==> src/rtl/pgm_seq_pkg.sv <==
package pgm_seq_pkg;

  localparam int CODE_W = 6;
  localparam int KEY_W  = 3;
  localparam int CNT_W  = 4;

  typedef enum logic [1:0] {
    LV_LOW  = 2'd0,
    LV_MID  = 2'd1,
    LV_HIGH = 2'd2,
    LV_RSVD = 2'd3
  } lvl_e;

  typedef enum logic [2:0] {
    ST_IDLE,
    ST_KEY,
    ST_TRY,
    ST_BADDR,
    ST_DONE,
    ST_ERR
  } st_e;

  function automatic lvl_e lvl_norm(input logic [1:0] raw);
    lvl_e v;
    v = lvl_e'(raw);
    return (v == LV_RSVD) ? LV_LOW : v;
  endfunction

  function automatic logic [CODE_W-1:0] code_bump(input logic [CODE_W-1:0] c);
    return (&c) ? c : c + 1'b1;
  endfunction

  function automatic logic [CNT_W-1:0] cnt_bump(input logic [CNT_W-1:0] c);
    return (&c) ? c : c + 1'b1;
  endfunction

  function automatic logic [CODE_W-1:0] onehot_of(input logic [CNT_W-1:0] n);
    logic [CODE_W-1:0] r;
    r = '0;
    for (int i = 0; i < CODE_W; i++) begin
      if (n == CNT_W'(i + 1)) r[i] = 1'b1;
    end
    return r;
  endfunction

  function automatic logic key_ok_try(input logic [CNT_W-1:0] n);
    return (n == CNT_W'(0)) || (n == CNT_W'(1)) || (n == CNT_W'(7));
  endfunction

  function automatic logic key_ok_blow(input logic [CNT_W-1:0] n);
    return (n == CNT_W'(0)) || (n == CNT_W'(7));
  endfunction

endpackage

==> src/rtl/pgm_level_filter.sv <==
module pgm_level_filter
  import pgm_seq_pkg::*;
#(
  parameter int MIN_CYC  = 20,
  parameter int BLOW_CYC = 90
) (
  input  logic       clk,
  input  logic       rst_n,
  input  logic [1:0] lvl_i,
  output logic       ev_vld_o,
  output logic       ev_high_o,
  output logic       ev_long_o
);

  localparam int RUN_W = $clog2(MIN_CYC + 1);
  localparam int LEN_W = $clog2(BLOW_CYC + 1);

  lvl_e             raw;
  lvl_e             cand_q;
  lvl_e             stab_q;
  logic [RUN_W-1:0] run_q;
  logic [LEN_W-1:0] plen_q;

  // named internal events
  logic settle;
  logic stab_chg;
  logic plen_full;

  assign raw       = lvl_norm(lvl_i);
  assign settle    = (raw == cand_q) && (run_q == RUN_W'(MIN_CYC - 1));
  assign stab_chg  = settle && (cand_q != stab_q);
  assign plen_full = (plen_q == LEN_W'(BLOW_CYC));

  always_ff @(posedge clk or negedge rst_n) begin
    if (!rst_n) begin
      cand_q    <= LV_LOW;
      stab_q    <= LV_LOW;
      run_q     <= RUN_W'(MIN_CYC);
      plen_q    <= '0;
      ev_vld_o  <= 1'b0;
      ev_high_o <= 1'b0;
      ev_long_o <= 1'b0;
    end else begin
      if (raw != cand_q) begin
        cand_q <= raw;
        run_q  <= RUN_W'(1);
      end else if (run_q != RUN_W'(MIN_CYC)) begin
        run_q <= run_q + 1'b1;
      end

      if (stab_chg) begin
        stab_q <= cand_q;
        plen_q <= LEN_W'(1);
      end else if (!plen_full) begin
        plen_q <= plen_q + 1'b1;
      end

      ev_vld_o  <= stab_chg && (stab_q != LV_LOW);
      ev_high_o <= (stab_q == LV_HIGH);
      ev_long_o <= plen_full;
    end
  end

  // an event only ever closes a settled non-LOW level
  assert_event_from_level_R2: assert property (@(posedge clk) disable iff (!rst_n)
    ev_vld_o |-> ($past(stab_q) != LV_LOW));

  // a settled level never changes without a full qualifying run
  assert_stab_needs_run_R2: assert property (@(posedge clk) disable iff (!rst_n)
    (stab_q != $past(stab_q)) |-> $past(settle));

endmodule

==> src/rtl/pgm_seq_fsm.sv <==
module pgm_seq_fsm
  import pgm_seq_pkg::*;
#(
  parameter int BLOW_KEY_N = 9
) (
  input  logic              clk,
  input  logic              rst_n,
  input  logic              ev_vld_i,
  input  logic              ev_high_i,
  input  logic              ev_long_i,
  output logic [KEY_W-1:0]  key_o,
  output logic              key_vld_o,
  output logic              mode_blow_o,
  output logic [CODE_W-1:0] code_o,
  output logic              code_vld_o,
  output logic [CODE_W-1:0] addr_o,
  output logic              blow_req_o,
  output logic              err_o
);

  st_e              st_q;
  logic [CNT_W-1:0] cnt_q;

  // decoded pulse kinds
  logic ev_mid;
  logic ev_frame;
  logic ev_blow;
  logic go_err;

  assign ev_mid   = ev_vld_i && !ev_high_i;
  assign ev_frame = ev_vld_i && ev_high_i && !ev_long_i;
  assign ev_blow  = ev_vld_i && ev_high_i && ev_long_i;

  always_comb begin
    go_err = 1'b0;
    unique case (st_q)
      ST_IDLE:  go_err = ev_vld_i && !ev_frame;
      ST_KEY:   go_err = ev_blow || (ev_frame && !key_ok_try(cnt_q));
      ST_TRY:   go_err = ev_blow ||
                         (ev_frame && !((cnt_q == CNT_W'(BLOW_KEY_N)) &&
                                        key_ok_blow(CNT_W'(key_o))));
      ST_BADDR: go_err = ev_frame ||
                         (ev_mid && (cnt_q >= CNT_W'(CODE_W))) ||
                         (ev_blow && (addr_o == '0));
      ST_DONE:  go_err = ev_vld_i;
      default:  go_err = 1'b0;
    endcase
  end

  assign err_o = (st_q == ST_ERR);

  always_ff @(posedge clk or negedge rst_n) begin
    if (!rst_n) begin
      st_q        <= ST_IDLE;
      cnt_q       <= '0;
      key_o       <= '0;
      key_vld_o   <= 1'b0;
      mode_blow_o <= 1'b0;
      code_o      <= '0;
      code_vld_o  <= 1'b0;
      addr_o      <= '0;
      blow_req_o  <= 1'b0;
    end else begin
      code_vld_o <= 1'b0;
      blow_req_o <= 1'b0;
      if (go_err) begin
        st_q        <= ST_ERR;
        key_o       <= '0;
        key_vld_o   <= 1'b0;
        mode_blow_o <= 1'b0;
        code_o      <= '0;
        addr_o      <= '0;
      end else begin
        unique case (st_q)
          ST_IDLE: if (ev_frame) begin
            st_q  <= ST_KEY;
            cnt_q <= '0;
          end
          ST_KEY: begin
            if (ev_mid) cnt_q <= cnt_bump(cnt_q);
            else if (ev_frame) begin
              st_q       <= ST_TRY;
              key_o      <= cnt_q[KEY_W-1:0];
              key_vld_o  <= 1'b1;
              code_o     <= CODE_W'(1);
              code_vld_o <= 1'b1;
              cnt_q      <= '0;
            end
          end
          ST_TRY: begin
            if (ev_mid) begin
              code_o     <= code_bump(code_o);
              code_vld_o <= 1'b1;
              cnt_q      <= cnt_bump(cnt_q);
            end else if (ev_frame) begin
              st_q        <= ST_BADDR;
              mode_blow_o <= 1'b1;
              code_o      <= '0;
              addr_o      <= '0;
              cnt_q       <= '0;
            end
          end
          ST_BADDR: begin
            if (ev_mid) begin
              cnt_q  <= cnt_q + 1'b1;
              addr_o <= onehot_of(cnt_q + 1'b1);
            end else if (ev_blow) begin
              blow_req_o <= 1'b1;
              st_q       <= ST_DONE;
            end
          end
          default: ;
        endcase
      end
    end
  end

  assert_addr_onehot_R6: assert property (@(posedge clk) disable iff (!rst_n)
    $onehot0(addr_o));

  assert_single_blow_R7: assert property (@(posedge clk) disable iff (!rst_n)
    blow_req_o |=> !blow_req_o);

  assert_blow_has_addr_R7: assert property (@(posedge clk) disable iff (!rst_n)
    blow_req_o |-> (mode_blow_o && (addr_o != '0)));

  assert_code_strobe_try_R4: assert property (@(posedge clk) disable iff (!rst_n)
    code_vld_o |-> (!mode_blow_o && (code_o != '0)));

  assert_err_sticky_R8: assert property (@(posedge clk) disable iff (!rst_n)
    err_o |=> err_o);

  assert_select_code_one_R3: assert property (@(posedge clk) disable iff (!rst_n)
    $rose(key_vld_o) |-> (code_vld_o && (code_o == CODE_W'(1))));

  assert_blow_entry_clear_R5: assert property (@(posedge clk) disable iff (!rst_n)
    $rose(mode_blow_o) |-> ((addr_o == '0) && (code_o == '0)));

endmodule

==> src/rtl/prog_seq_decoder.sv <==
module prog_seq_decoder
  import pgm_seq_pkg::*;
#(
  parameter int MIN_CYC    = 20,
  parameter int BLOW_CYC   = 90,
  parameter int BLOW_KEY_N = 9
) (
  input  logic              clk,
  input  logic              rst_n,
  input  logic [1:0]        lvl_i,
  output logic [KEY_W-1:0]  key_o,
  output logic              key_vld_o,
  output logic              mode_blow_o,
  output logic [CODE_W-1:0] try_code_o,
  output logic              try_code_vld_o,
  output logic [CODE_W-1:0] blow_addr_o,
  output logic              blow_req_o,
  output logic              err_o
);

  logic ev_vld;
  logic ev_high;
  logic ev_long;

  pgm_level_filter #(
    .MIN_CYC  (MIN_CYC),
    .BLOW_CYC (BLOW_CYC)
  ) u_filter (
    .clk       (clk),
    .rst_n     (rst_n),
    .lvl_i     (lvl_i),
    .ev_vld_o  (ev_vld),
    .ev_high_o (ev_high),
    .ev_long_o (ev_long)
  );

  pgm_seq_fsm #(
    .BLOW_KEY_N (BLOW_KEY_N)
  ) u_fsm (
    .clk         (clk),
    .rst_n       (rst_n),
    .ev_vld_i    (ev_vld),
    .ev_high_i   (ev_high),
    .ev_long_i   (ev_long),
    .key_o       (key_o),
    .key_vld_o   (key_vld_o),
    .mode_blow_o (mode_blow_o),
    .code_o      (try_code_o),
    .code_vld_o  (try_code_vld_o),
    .addr_o      (blow_addr_o),
    .blow_req_o  (blow_req_o),
    .err_o       (err_o)
  );

  // no strobe of either kind fires while the block is in error
  assert_quiet_in_error_R8: assert property (@(posedge clk) disable iff (!rst_n)
    err_o |-> !(try_code_vld_o || blow_req_o || key_vld_o));

endmodule

==> config.mk <==
export PLATFORM = sky130hd
export DESIGN_NAME = prog_seq_decoder
export DESIGN_NICKNAME = d
export VERILOG_FILES = /design/src/rtl/pgm_seq_pkg.sv /design/src/rtl/pgm_level_filter.sv /design/src/rtl/pgm_seq_fsm.sv /design/src/rtl/prog_seq_decoder.sv
export SDC_FILE = /design/constraint.sdc
export NUM_CORES = 1
export LEC_CHECK = 0
export ABC_CLOCK_PERIOD_IN_PS = 6200
export BUFFER_PORTS_ARGS = -buffer_cell sky130_fd_sc_hd__buf_4
export CAP_MARGIN = 20
export CORE_MARGIN = 2
export CORE_UTILIZATION = 60
export CTS_CLUSTER_SIZE = 10
export DETAILED_ROUTE_END_ITERATION = 7
export PLACE_DENSITY = 0.89
export SYNTH_ARGS = -nofsm -noshare
export SYNTH_HDL_FRONTEND = slang
export SYNTH_SLANG_ARGS = --single-unit
==> constraint.sdc <==
create_clock -name clk -period 6.2 [get_ports clk]
set_input_delay 1.24 -clock clk [delete_from_list [all_inputs] [get_ports clk]]
set_output_delay 1.24 -clock clk [all_outputs]
set_load 0.01 [all_outputs]
After elaboration in Yosys (flattened, before gate mapping)
Index checks and enable logic that the tools add are counted.
{"block": "word_totals", "ff_bits": 45, "in_bits": 4}
{"block": "op_classes", "mux": 56, "eq_ne": 37, "order_cmp": 1, "n_addsub": 4, "bitwise_logic": 1, "n_reduce_logical": 47}
{"cell": "6-bit two-way mux", "n": 9}
{"cell": "3-bit two-way mux", "n": 12}
{"cell": "6-bit one-hot mux with 2 select lines", "n": 2}
{"cell": "1-bit two-way mux", "n": 20}
{"cell": "4-bit by 3-bit == test with 1-bit output (second input constant)", "n": 4}
{"cell": "4-bit two-way mux", "n": 4}
{"cell": "3-bit by 1-bit != test with 1-bit output (second input constant)", "n": 5}
{"cell": "7-bit two-way mux", "n": 2}
{"cell": "1-bit logical AND", "n": 13}
{"cell": "3-bit != test (second input constant)", "n": 4}
{"cell": "3-bit one-hot mux with 4 select lines", "n": 1}
{"cell": "4-bit one-hot mux with 3 select lines", "n": 1}
{"cell": "4-bit AND reduction", "n": 3}
{"cell": "5-bit two-way mux", "n": 2}
{"cell": "2-bit nonzero test", "n": 5}
{"cell": "3-bit == test (second input constant)", "n": 3}
{"cell": "3-bit nonzero test", "n": 3}
{"cell": "4-bit by 1-bit == test with 1-bit output (second input constant)", "n": 2}
{"cell": "4-bit by 2-bit == test with 1-bit output (second input constant)", "n": 2}
{"cell": "8-bit AND reduction", "n": 1}
{"cell": "7-bit by 1-bit adder with 7-bit output (second input constant)", "n": 1}
{"cell": "7-bit == test (second input constant)", "n": 1}
{"cell": "1-bit logical OR", "n": 7}
{"cell": "6-bit by 1-bit adder with 6-bit output (second input constant)", "n": 1}
{"cell": "other kinds (28)", "n": 38}

Logic depth before layout (Yosys ltp)
Gate-level depths: netlist of run 1.
{"block": "depth", "depth_word": 9, "mapped_depth": 9, "mapped_depth_nobuf": 8}

By module
A second synthesis of run 1 with hierarchy kept.
{"block": "hier_totals", "cells_unflattened": 272, "area_unflattened_um2": 2621.3}
{"mod": "pgm_seq_fsm", "cells_per_inst": 185, "instances": 1, "seq_area_each_um2": 650.6, "area_each_um2": 1640.3}
{"mod": "pgm_level_filter", "cells_per_inst": 87, "instances": 1, "seq_area_each_um2": 478.0, "area_each_um2": 980.9}

Least setup slack after synthesis of run 1
OpenSTA, ideal clock, no wires.
{"block": "synth_path", "kind": "input-to-reg", "from": "input port lvl_i[1]", "to": "register u_filter.stab_q[0]", "cell_stages": 6, "setup_slack_ns": 3.687, "arrival_time_ns": 2.388, "setup_ns": 0.125, "required_ns": 6.075, "path_cell_list": "xor2_1 a21oi_1 nor2_1 a31oi_1 nor2_1 mux2_2"}
{"block": "synth_between", "elab_chain_cells": 5}
{"element": "from (decl)", "line": "prog_seq_decoder.sv:10", "source": "input logic [1:0] lvl_i,"}
{"element": "2-bit == test", "line": "pgm_seq_pkg.sv:26", "source": "return (v == LV_RSVD) ? LV_LOW : v;"}
{"element": "2-bit two-way mux (*)", "line": "pgm_seq_pkg.sv:26"}
{"element": "2-bit == test (*)", "line": "pgm_level_filter.sv:30", "source": "assign settle = (raw == cand_q) && (run_q == RUN_W'(MIN_CYC - 1));"}
{"element": "1-bit logical AND (*)", "line": "pgm_level_filter.sv:30"}
{"element": "1-bit logical AND (*)", "line": "pgm_level_filter.sv:31", "source": "assign stab_chg = settle && (cand_q != stab_q);"}
{"element": "to (signal assigned)", "line": "pgm_level_filter.sv:52", "source": "stab_q <= cand_q;"}
{"element": "to (decl)", "line": "pgm_level_filter.sv:20", "source": "lvl_e stab_q;"}
Mark *: on every way between the ends. The rest lies on a longest branch, timed or not.
A chain may end at the register's enable or synchronous reset.

Final worst setup path of run 1
{"block": "layout_path", "from": "register u_fsm.st_q[1]", "to": "register u_fsm.cnt_q[3]"}
{"block": "layout_between", "elab_chain_cells": 4, "elab_cells_between_ends": 13}
{"element": "from (decl)", "line": "pgm_seq_fsm.sv:21", "source": "st_e st_q;"}
{"element": "from (signal assigned)", "line": "pgm_seq_fsm.sv:54", "source": "st_q <= ST_IDLE;"}
{"element": "from (signal assigned)", "line": "pgm_seq_fsm.sv:67", "source": "st_q <= ST_ERR;"}
{"element": "from (signal assigned)", "line": "pgm_seq_fsm.sv:76", "source": "st_q <= ST_KEY;"}
{"element": "3-bit by 1-bit == test with 1-bit output (tied with other cells)", "line": "pgm_seq_fsm.sv:36, pgm_seq_fsm.sv:74"}
{"element": "2-bit OR reduction (no source line) or 1-bit one-hot mux with 5 select lines (tied branches)"}
{"element": "3-bit != test (no source line) (tied with other cells)"}
{"element": "4-bit AND reduction (no source line)"}
{"element": "to (signal assigned)", "line": "pgm_seq_fsm.sv:80", "source": "if (ev_mid) cnt_q <= cnt_bump(cnt_q);"}
{"element": "to (signal assigned)", "line": "pgm_seq_fsm.sv:94", "source": "cnt_q <= cnt_bump(cnt_q);"}
{"element": "to (signal assigned)", "line": "pgm_seq_fsm.sv:105", "source": "cnt_q <= cnt_q + 1'b1;"}
{"element": "to (decl)", "line": "pgm_seq_fsm.sv:22", "source": "logic [CNT_W-1:0] cnt_q;"}
Parallel ways exist; a longest one is shown, timed or not.

==> run_results.csv, run 1 <==
group,metric,value,unit
outcome,status,"complete, no violations",
power,p_leak,1.244,nW
synthesis,synthesis.area,2420,um2
floorplan,start_util,61.38,%
floorplan,fp.dieW,67.51,um
global_routing,antenna_found_initial,0,
critical_path,critPathMaxFanout,22,
cts,cts_sinks,45,
critical_path,worstPathRequired,6.39,ns
critical_path,cp-start-kind,"register",
finish,fin_util,68.84,%
critical_path,slowest_stage,"or3_4",
critical_path,cp-end-kind,"register",
timing,slew_headroom,34.51,%
floorplan,die_y,67.51,um
timing,setup_violations,0,
power,peakVddDrop,239.1,uV
timing,hold_ws,0.5106,ns
floorplan,num_rows,23,
worst_hold_path,hp-class,"register to register",
power,p_switching,0.1665,mW
timing,finalCritPeriodShare,43.83,%
global_routing,grtUsageMet1,28.17,%
place,dp.cells,321,
cts,clk_latency,0.30,ns
drt,antenna_left,0,
cts,postCtsHoldBufs,0,
global_routing,grt-ovfl-total,0,
drt,routed_wl,4.515,mm
power,pwr-share-clk,34.6,%
finish,fin_cells,329,
power,p_sw_share,25.38,%
place,io_buffers,23,
power,p_comb_share,12.5,%
drt,viasPerCell,5.812,
floorplan,core,3943,um2
timing,final-hold-violation-count,0,
cts,tritoncts,"done",
critical_path,cpLargestDelayFamily,"simple AND/OR/NAND/NOR gates",
synthesis,synth_nets,275,
finish,multiInputGateArea,1204,um2
critical_path,crit_type,"register to register",
cts,cts.path.max_buffers,2,
critical_path,critPathBufInv,0,
synthesis,synth_ff_type,"dfrtp_1",
global_routing,grt_use_met2,37.01,%
power,finalPower,0.6557,mW
critical_path,max_stage_delay,0.57,ns
place,gp_congestion,0.8779,
drt,drtIter0Drc,175,
timing,rsz0062_at_grt,"no",
synthesis,yosys_register_bits,45,
drt,drc_errors,0,
cts,htreeDepth,2,
synthesis,synth_cells,260,
global_routing,busiest_layer,"met2",
cts,ctsResizeCount,0,
timing,worst_pin_slew,0.9734,ns
cts,clkTransAtPathRegs,0.08,ns
timing,fmax,368.0,MHz
global_routing,grt_max_degree,46,
floorplan,io-pin-count,24,
place,dpl.hpwl,3.263,mm
power,pwr-share-seq,53.0,%
timing,skew,0.009339,ns
power,power.internal,0.4893,mW
synthesis,ys_warn_count,0,
timing,fin_tns_setup,0,ns
critical_path,critPathArrivalTime,2.91,ns
finish,area_delta_synth_final,12.15,%
global_routing,track_usage,22.09,%
finish,nets,293,
synthesis,yosysSeqAreaShare,46.64,%
global_routing,grt_pass1_wl,7.659,mm
global_routing,use_met3,5.000,%
floorplan,dieArea,4557,um2
finish,fillers,313,
cts,root_buffer,"clkbuf_8",
cts,post_cts_buffers,0,
drt,drtPass1Iterations,4,
synthesis,synth-async-reset-ratio,100.0,%
cts,cts_inserted_buffers,5,
finish,drive_gt1_share,13.98,%
flow_run,cap_viol_max_count,0,
synthesis,synth_edf_count,0,
global_routing,grt_pass1_vias,1767,
critical_path,crit_chain,"or3b_1 > o211ai_2 > nand4_2 > or3_4 > a221o_1",
timing,slew_violations,0,
timing,period_needed,2.717,ns
finish,num_antenna_cells,0,
drt,vias,1912,
drt,wl_per_cell,13.72,um
finish,final-seq-area,1129,um2
synthesis,ys_types,45,
synthesis,syn_area_per_cell,9.307,um2
power,power.density,241.6,nW/um2
[placed cells by master (no fill, tap or decap), drive strengths merged, types with 2 or more instances in the layout]
| cell | synthesis | final |
|---|---|---|
| dfrtp | 43 | 43 |
| nor2 | 38 | 38 |
| buf | 6 | 23 |
| a21oi | 20 | 20 |
| nand2 | 20 | 20 |
| nand3 | 12 | 12 |
| ha | 11 | 11 |
| inv | 8 | 8 |
| nor3 | 8 | 8 |
| nand2b | 8 | 8 |
| xor2 | 7 | 7 |
| clkbuf | 6 | 7 |
| nor2b | 6 | 6 |
| a31oi | 6 | 6 |
| or3 | 6 | 6 |
| o21ai | 5 | 5 |
| xnor2 | 5 | 5 |
| a22oi | 5 | 5 |
| nor4 | 4 | 4 |
| and3 | 3 | 3 |
| mux2 | 3 | 3 |
| a211oi | 3 | 3 |
| o2111ai | 2 | 2 |
| o21a | 2 | 2 |
| o22ai | 2 | 2 |
| mux2i | 2 | 2 |
| a22o | 2 | 2 |
| a221o | 2 | 2 |
| dfstp | 2 | 2 |
| or3b | 2 | 2 |
| nand4 | 2 | 2 |
| o211ai | 2 | 2 |
[metrics by stage]
stage	area, um2	setup WS [ns]
after floorplan	2420	3.687
after global placement	2597	3.400
after detailed placement	2597	3.333
after CTS	2714	3.473
after global routing	2714	3.294
final	2714	3.483
[power by group through the flow]
| stage | combinational (mW) | clock (mW) | sequential [mW] |
|---|---|---|---|
| floorplan | 0.0626 | 0 | 0.347 |
| global placement | 0.0773 | 0 | 0.352 |
| detailed placement | 0.0854 | 0 | 0.352 |
| CTS | 0.0847 | 0.234 | 0.347 |
| global route | 0.0973 | 0.244 | 0.353 |
| finish | 0.0817 | 0.227 | 0.347 |
[worst reg2reg max path: stages (launching register included)]
cell	delay, ns
dfrtp_1	0.54
or3b_1	0.51
o211ai_2	0.21
nand4_2	0.44
or3_4	0.58
a221o_1	0.34
[cells in the mapped netlist (5+ instances only)]
master	instances	share of area, %
dfrtp_1	43	44
nor2_1	38	5.9
a21oi_1	20	4.1
nand2_1	20	3.1
nand3_1	12	2.5
ha_1	11	5.7
inv_1	8	1.2
nand2b_1	8	2.1
nor3_1	8	1.7
xor2_1	7	2.5
a31oi_1	6	1.6
clkbuf_1	6	0.93
nor2b_1	6	1.6
a22oi_1	5	1.6
o21ai_0	5	1.0
or3_1	5	1.3
xnor2_1	5	1.8
[layout make-up]
class | count | share of cell area, %
inverter | 8 | 1.107
timing repair buffer | 23 | 6.362
tap | 50 | 2.305
clock inverter | 1 | 1.107
multi-input combinational | 195 | 44.35
clock buffer | 7 | 3.181
sequential | 45 | 41.59
[metal layers]
metal,up-vias,routed length (um)
li1,950,-
met1,913,1995
met2,43,2271
met3,6,202
met4,0,45
met5,-,0
[worst paths after layout]
check	startpoint	endpoint	slack (ns)	depth (start not counted)
min reg2reg	u_filter.stab_q[0]	u_filter.ev_high_o	0.51	1
max	u_fsm.st_q[1]	u_fsm.cnt_q[3]	3.48	5
max in group asynchronous	rst_n	u_filter.run_q[2]	4.89	1
min	u_filter.stab_q[0]	u_filter.ev_high_o	0.51	1
max reg2reg	u_fsm.st_q[1]	u_fsm.cnt_q[3]	3.48	5
min in group asynchronous	rst_n	u_fsm.key_o[1]	0.92	1
[sequential cells by signal, summed over array words and instances (netlist names)]
register / count
u_filter.cand_q: 2
u_fsm.st_q: 3
u_filter.ev_vld_o: 1
u_filter.plen_q: 7
u_fsm.mode_blow_o: 1
u_fsm.cnt_q: 4
u_fsm.blow_req_o: 1
u_fsm.addr_o: 6
u_fsm.key_o: 3
u_fsm.code_o: 6
u_filter.run_q: 5
u_filter.stab_q: 2
u_filter.ev_long_o: 1
u_fsm.key_vld_o: 1
u_filter.ev_high_o: 1
u_fsm.code_vld_o: 1
[cells by family after synthesis]
group	synth area share, %
DFF	46.64
AOI/OAI and AO/OA	14.12
muxes	2.223
and+or+nand+nor	23.37
adders and majority gates	5.688
xor gates and xnor gates	4.343
buffers and inverters	3.619
No activity file was read; power rests on OpenSTA's default activity.
==> run 2: changes to the inputs <==
Settings changed: ABC_CLOCK_PERIOD_IN_PS 6200 to 2500, CORE_UTILIZATION 60 to 58, PLACE_DENSITY 0.89 to 0.86.
Clock period 6.2 ns to 2.5 ns, I/O delays scaled along.
==> run 2 against run 1 <==
Net effect:
- routed wire length is 2.2% higher
- design area is 1.5% higher
- sequential power rose by 150%
- critical endpoint unchanged
- highest routed layer unchanged
==> run_results.csv, run 2 (synthesis results as in run 1) <==
group,metric,value,unit
outcome,status,"complete, no violations",
floorplan,dieArea,4705,um2
finish,area_delta_synth_final,13.81,%
critical_path,critPathBufInv,1,
timing,slew_violations,0,
critical_path,cpLargestDelayFamily,"compound AO/OA/AOI/OAI gates",
finish,num_antenna_cells,0,
drt,drtIter0Drc,151,
global_routing,track_usage,22.63,%
cts,ctsResizeCount,0,
finish,fin_util,68.85,%
power,p_leak,1.274,nW
flow_run,cap_viol_max_count,0,
cts,root_buffer,"clkbuf_8",
place,dp.cells,330,
global_routing,grt-ovfl-total,0,
cts,cts.path.max_buffers,2,
critical_path,ff2ff_setup_slack,0.16,ns
power,power.density,547.1,nW/um2
timing,skew,0.006532,ns
floorplan,core,4000,um2
critical_path,r2r_cells,7,
finish,largest_reg_flops,7,
timing,rsz0062_at_grt,"no",
global_routing,antenna_found_initial,0,
drt,drc_errors,0,
power,p_switching,0.4198,mW
critical_path,worstPathRequired,2.69,ns
drt,routed.top_layer,"met4",
cts,post_cts_buffers,0,
timing,slew_headroom,48.61,%
drt,viasPerCell,5.669,
critical_path,cp-start-kind,"register",
place,gp_congestion,0.8611,
place,io_buffers,23,
critical_path,crit_chain,"inv_1 > ha_1 > o21a_1 > o21ai_0 > nand4_2 > or3_4 > a221o_1",
worst_hold_path,hp-class,"input port to asynchronous set/reset pin",
cts,cts_sinks,45,
drt,wl_per_cell,13.65,um
power,peakVddDrop,442.0,uV
timing,fin_tns_setup,0,ns
drt,dr_wl_met3,273,um
critical_path,max_stage_delay,0.46,ns
cts,clk_latency,0.31,ns
power,pwr-share-seq,57.2,%
critical_path,rr_endpoint,"u_fsm.cnt_q[3]",
floorplan,fp.dieW,68.59,um
global_routing,grt_pass1_wl,7.755,mm
cts,clkTransAtPathRegs,0.08,ns
cts,cts_inserted_buffers,5,
critical_path,critPathMaxFanout,6,
critical_path,slowest_stage,"dfrtp_1",
floorplan,num_rows,23,
critical_path,cp-end-kind,"register",
power,pwr-share-clk,29.9,%
drt,vias,1916,
power,p_comb_share,12.9,%
finish,largestRegisters,"u_filter.plen_q x7, u_fsm.addr_o x6, u_fsm.code_o x6",
finish,drive_gt1_share,16.67,%
global_routing,grt_max_degree,46,
cts,postCtsHoldBufs,0,
drt,met1Wirelength,2.110,mm
floorplan,io-pin-count,24,
finish,final_common_cell,"dfrtp_1",
timing,period_needed,2.337,ns
finish,top_register,"u_filter.plen_q",
drt,met2_length,2.146,mm
drt,drtPass1Iterations,4,
timing,final-hold-violation-count,0,
power,power.internal,1.087,mW
drt,routed_wl,4.613,mm
critical_path,critPathArrivalTime,2.53,ns
timing,worst_pin_slew,0.7638,ns
power,p_sw_share,27.86,%
cts,htreeDepth,2,
critical_path,crit_type,"register to register",
cts,tritoncts,"done",
timing,fmax,427.9,MHz
finish,nets,302,
finish,layout_common_cells,"43 x dfrtp_1, 38 x nor2_1, 32 x buf_4",
place,dpl.hpwl,3.351,mm
floorplan,die_y,68.59,um
drt,antenna_left,0,
floorplan,start_util,60.49,%
finish,fin_cells,338,
timing,finalCritPeriodShare,93.47,%
global_routing,grt_pass1_vias,1745,
critical_path,r2r-start,"u_fsm.cnt_q[0]",
timing,setup_violations,0,
-- run 2: changes by cell type in the layout (fill, tap and decap cells not counted) --
cell and delta:
clkinvlp_4 +1, buf_4 +9, clkbuf_8 -1, clkinv_4 +1
bufinv_16 -1
-- run 2: worst max path at each step --
stage                   start        endpoint  slack [ns]  cells past startpoint
2_1_floorplan   u_fsm.st_q[0]  u_fsm.cnt_q[3]        0.39                      7
3_3_place_gp   u_fsm.cnt_q[0]  u_fsm.cnt_q[3]        0.38                      7
3_5_place_dp   u_fsm.cnt_q[0]  u_fsm.cnt_q[3]        0.21                      7
4_1_cts        u_fsm.cnt_q[0]  u_fsm.cnt_q[3]        0.19                      7
5_1_grt        u_fsm.cnt_q[0]  u_fsm.cnt_q[3]        0.06                      7
6_report       u_fsm.cnt_q[0]  u_fsm.cnt_q[3]        0.16                      7
-- run 2: layer usage --
layer  vias up  global-route usage [%]
met5         -                       0
met4         0                   9.000
met3         9                   6.818
met2        56                   35.46
met1       885                   29.34
li1        966                       -
-- run 2: stage by stage --
stage / hold slack, ns / worst slack (ns) / area, um2 / power, mW
4_1_cts: 0.1796 / 0.1917 / 2754 / 1.526
3_5_place_dp: 0.4902 / 0.2148 / 2665 / 1.069
5_1_grt: 0.2122 / 0.05699 / 2754 / 1.607
6_report: 0.1748 / 0.1633 / 2754 / 1.507
3_3_place_gp: 0.4781 / 0.3793 / 2665 / 1.064
2_1_floorplan: 0.2044 / 0.3919 / 2420 / 1.015
-- run 2: cell type report --
type / instances / area, um2
fill: 310 / 1246
multi-input combinational: 195 / 1204
sequential: 45 / 1129
tap: 50 / 62.56
clock buffer: 6 / 72.57
timing repair buffer: 32 / 240.2
clock inverter: 2 / 16.27
inverter: 8 / 30.03
-- run 2: power by group through the flow --
stage	logic, mW	registers [mW]	clock network (mW)
floorplan	0.155	0.860	0
global placement	0.194	0.870	0
detailed placement	0.197	0.873	0
CTS	0.197	0.861	0.468
global route	0.234	0.871	0.502
finish	0.194	0.861	0.451
-- run 2: worst register-to-register path, stage by stage, from the launching register on --
cell	delay (ns)
dfrtp_1	0.46
inv_1	0.13
ha_1	0.24
o21a_1	0.18
o21ai_0	0.26
nand4_2	0.19
or3_4	0.42
a221o_1	0.35
==> run 3: changes to the inputs <==
Settings changed: ABC_AREA set to 1, CORE_UTILIZATION 58 to 59, PLACE_DENSITY 0.86 to 0.87, SYNTH_HIERARCHICAL set to 1.
==> run 3 against run 2 <==
Net effect:
- routed wire length increased by 19%
- first-iteration DRC count increased by 24%
- critical path depth increased by 5
- largest power group unchanged
- critical path type unchanged
==> run_results.csv, run 3 <==
group,metric,value,unit
outcome,status,"complete, no violations",
power,p_switching,0.3225,mW
power,pwr-share-clk,34.5,%
critical_path,worstPathRequired,2.67,ns
timing,hold_ws,0.1826,ns
floorplan,io-pin-count,24,
cts,tritoncts,"done",
cts,cts_inserted_buffers,5,
finish,fin_cells,432,
power,finalPower,1.327,mW
timing,worst_pin_slew,0.5686,ns
finish,largest_reg_flops,7,
synthesis,synth_ff_type,"dfrtp_1",
timing,skew,0.009866,ns
synthesis,synth_cells,351,
power,p_leak,1.568,nW
cts,ctsResizeCount,0,
power,p_sw_share,24.31,%
synthesis,synth_top_cell_area_share,39.22,%
finish,nets,395,
power,pwr-share-seq,58.0,%
timing,fmax,458.5,MHz
synthesis,synth.most_common_cell,"nand2_1",
global_routing,antenna_found_initial,0,
cts,cts.path.max_buffers,2,
synthesis,ys_types,31,
critical_path,critPathMaxFanout,10,
global_routing,grt_max_degree,46,
place,io_buffers,23,
drt,antenna_left,0,
synthesis,synth_top_cell_by_area,"dfrtp_1",
synthesis,ys_warn_count,6,
power,peakVddDrop,284.4,uV
timing,rsz0062_at_grt,"no",
finish,drive_gt1_share,20.00,%
timing,slew_violations,0,
critical_path,critPathArrivalTime,2.36,ns
finish,top_register,"u_filter/plen_q",
global_routing,grt_pass1_wl,9.190,mm
cts,post_cts_buffers,0,
global_routing,grt_pass1_vias,2140,
synthesis,synthesis.area,2744,um2
flow_run,cap_viol_max_count,0,
power,power.density,434.5,nW/um2
timing,setup_violations,0,
critical_path,cp-end-kind,"register",
timing,final-hold-violation-count,0,
critical_path,cp-start-kind,"register",
timing,finalCritPeriodShare,87.23,%
synthesis,yosys_register_bits,45,
worst_hold_path,hp-class,"input port to asynchronous set/reset pin",
synthesis,synth_common_cells,"82 x nand2_1, 51 x inv_1, 43 x dfrtp_1",
power,power.internal,1.004,mW
synthesis,synth-async-reset-ratio,100.0,%
cts,htreeDepth,2,
finish,num_antenna_cells,0,
place,dpl.hpwl,3.997,mm
floorplan,num_rows,24,
floorplan,core,4414,um2
synthesis,yosysSeqAreaShare,41.13,%
power,p_comb_share,7.5,%
cts,root_buffer,"clkbuf_8",
timing,slew_headroom,62.09,%
place,gp_congestion,0.9191,
cts,cts_sinks,45,
drt,vias,2282,
timing,fin_tns_setup,0,ns
drt,drtIter0Drc,187,
critical_path,crit_type,"register to register",
synthesis,yosys-top-cells-area,"dfrtp_1 39%, nand2_1 11%, inv_1 7.0%",
floorplan,start_util,62.16,%
cts,postCtsHoldBufs,0,
drt,routed_wl,5.510,mm
global_routing,grt-ovfl-total,0,
floorplan,fp.dieW,72.20,um
finish,fin_util,69.16,%
drt,viasPerCell,5.282,
synthesis,syn_area_per_cell,7.817,um2
drt,wl_per_cell,12.75,um
global_routing,track_usage,22.69,%
floorplan,dieArea,5212,um2
finish,final_common_cell,"nand2_1",
finish,fillers,365,
drt,drtPass1Iterations,4,
drt,drc_errors,0,
cts,clk_latency,0.30,ns
synthesis,synth_nets,366,
finish,layout_common_cells,"82 x nand2_1, 51 x inv_1, 43 x dfrtp_1",
timing,period_needed,2.181,ns
finish,largestRegisters,"u_filter/plen_q x7, u_fsm/addr_o x6, u_fsm/code_o x6",
finish,area_delta_synth_final,11.26,%
cts,clkTransAtPathRegs,0.09,ns
place,dp.cells,425,
synthesis,synth_edf_count,0,
floorplan,die_y,72.20,um
## run 3: cell types whose count changed after synthesis, sizes merged, moves of 6 or more
cell	before	now
nor2b	6	0
inv	8	57
nand2	20	96
clkbuf	6	0
a31oi	6	0
or3	6	0
nor2	38	45
nand3	12	27
a21oi	20	12
nand4	2	12
o21ai	5	24
nand2b	8	0
## run 3: area by class of cell
cell class                      instances  area [um2]  share of cell area [%]
Timing Repair Buffer                   23       172.7                   5.656
Multi-Input combinational cell        248        1384                   45.33
Clock buffer                            7       86.33                   2.828
Tap cell                               52       65.06                   2.131
Inverter                               57       216.5                   7.090
Sequential cell                        45        1129                   36.97
## run 3: power by group through the flow
stage / Sequential [mW] / Combinational (mW) / Clock (mW)
after floorplan: 0.780 / 0.0695 / 0
after global placement: 0.782 / 0.0963 / 0
after detailed placement: 0.783 / 0.100 / 0
after CTS: 0.769 / 0.101 / 0.474
after global routing: 0.774 / 0.117 / 0.497
final: 0.769 / 0.0990 / 0.458
## run 3: final timing paths
path	from	end	slack (ns)	cells past startpoint
max reg2reg	u_fsm/cnt_q[0]	u_fsm/key_o[1]	0.32	12
min in group clk	lvl_i[1]	u_filter/cand_q[1]	0.44	3
max	u_fsm/cnt_q[0]	u_fsm/key_o[1]	0.32	12
max in group asynchronous	rst_n	u_fsm/cnt_q[3]	1.92	1
min reg2reg	u_filter/stab_q[0]	u_filter/ev_high_o	0.50	1
min	rst_n	u_fsm/addr_o[1]	0.18	1
## run 3: logic make-up after synthesis
family | after synthesis | share of synthesized area (%)
AOI/OAI and AO/OA | 41 | 9.850
xor gates and xnor gates | 7 | 2.234
adders and majority gates | 11 | 5.016
buffers and inverters | 58 | 8.436
DFF | 45 | 41.13
and+or+nand+nor | 189 | 33.33
## run 3: worst max-delay path, stage by stage, from the launching register on
cell and delay, ns:
dfrtp_1 0.47, inv_1 0.14, ha_1 0.23, nand2_1 0.07, nand3_1 0.07, nand2_1 0.06, nand3_1 0.12, a21oi_4 0.24
nand2_4 0.14, inv_4 0.14, nand2_1 0.13, nand2_1 0.16, o22ai_1 0.09
## run 3: per-stage QoR
stage | worst slack (ns) | cell area, um2
after detailed placement | 0.3879 | 2967
after floorplan | 0.6024 | 2744
after global placement | 0.4495 | 2967
after global routing | 0.1548 | 3053
final | 0.3192 | 3053
after CTS | 0.3700 | 3053
## run 3: routing by layer
metal	GRT usage [%]	up-vias	share of wire [%]
met4	9.015	0	1.8
met2	38.12	57	49
met3	3.472	9	4.3
met1	29.47	1043	45
li1	-	1173	-
met5	0	-	0
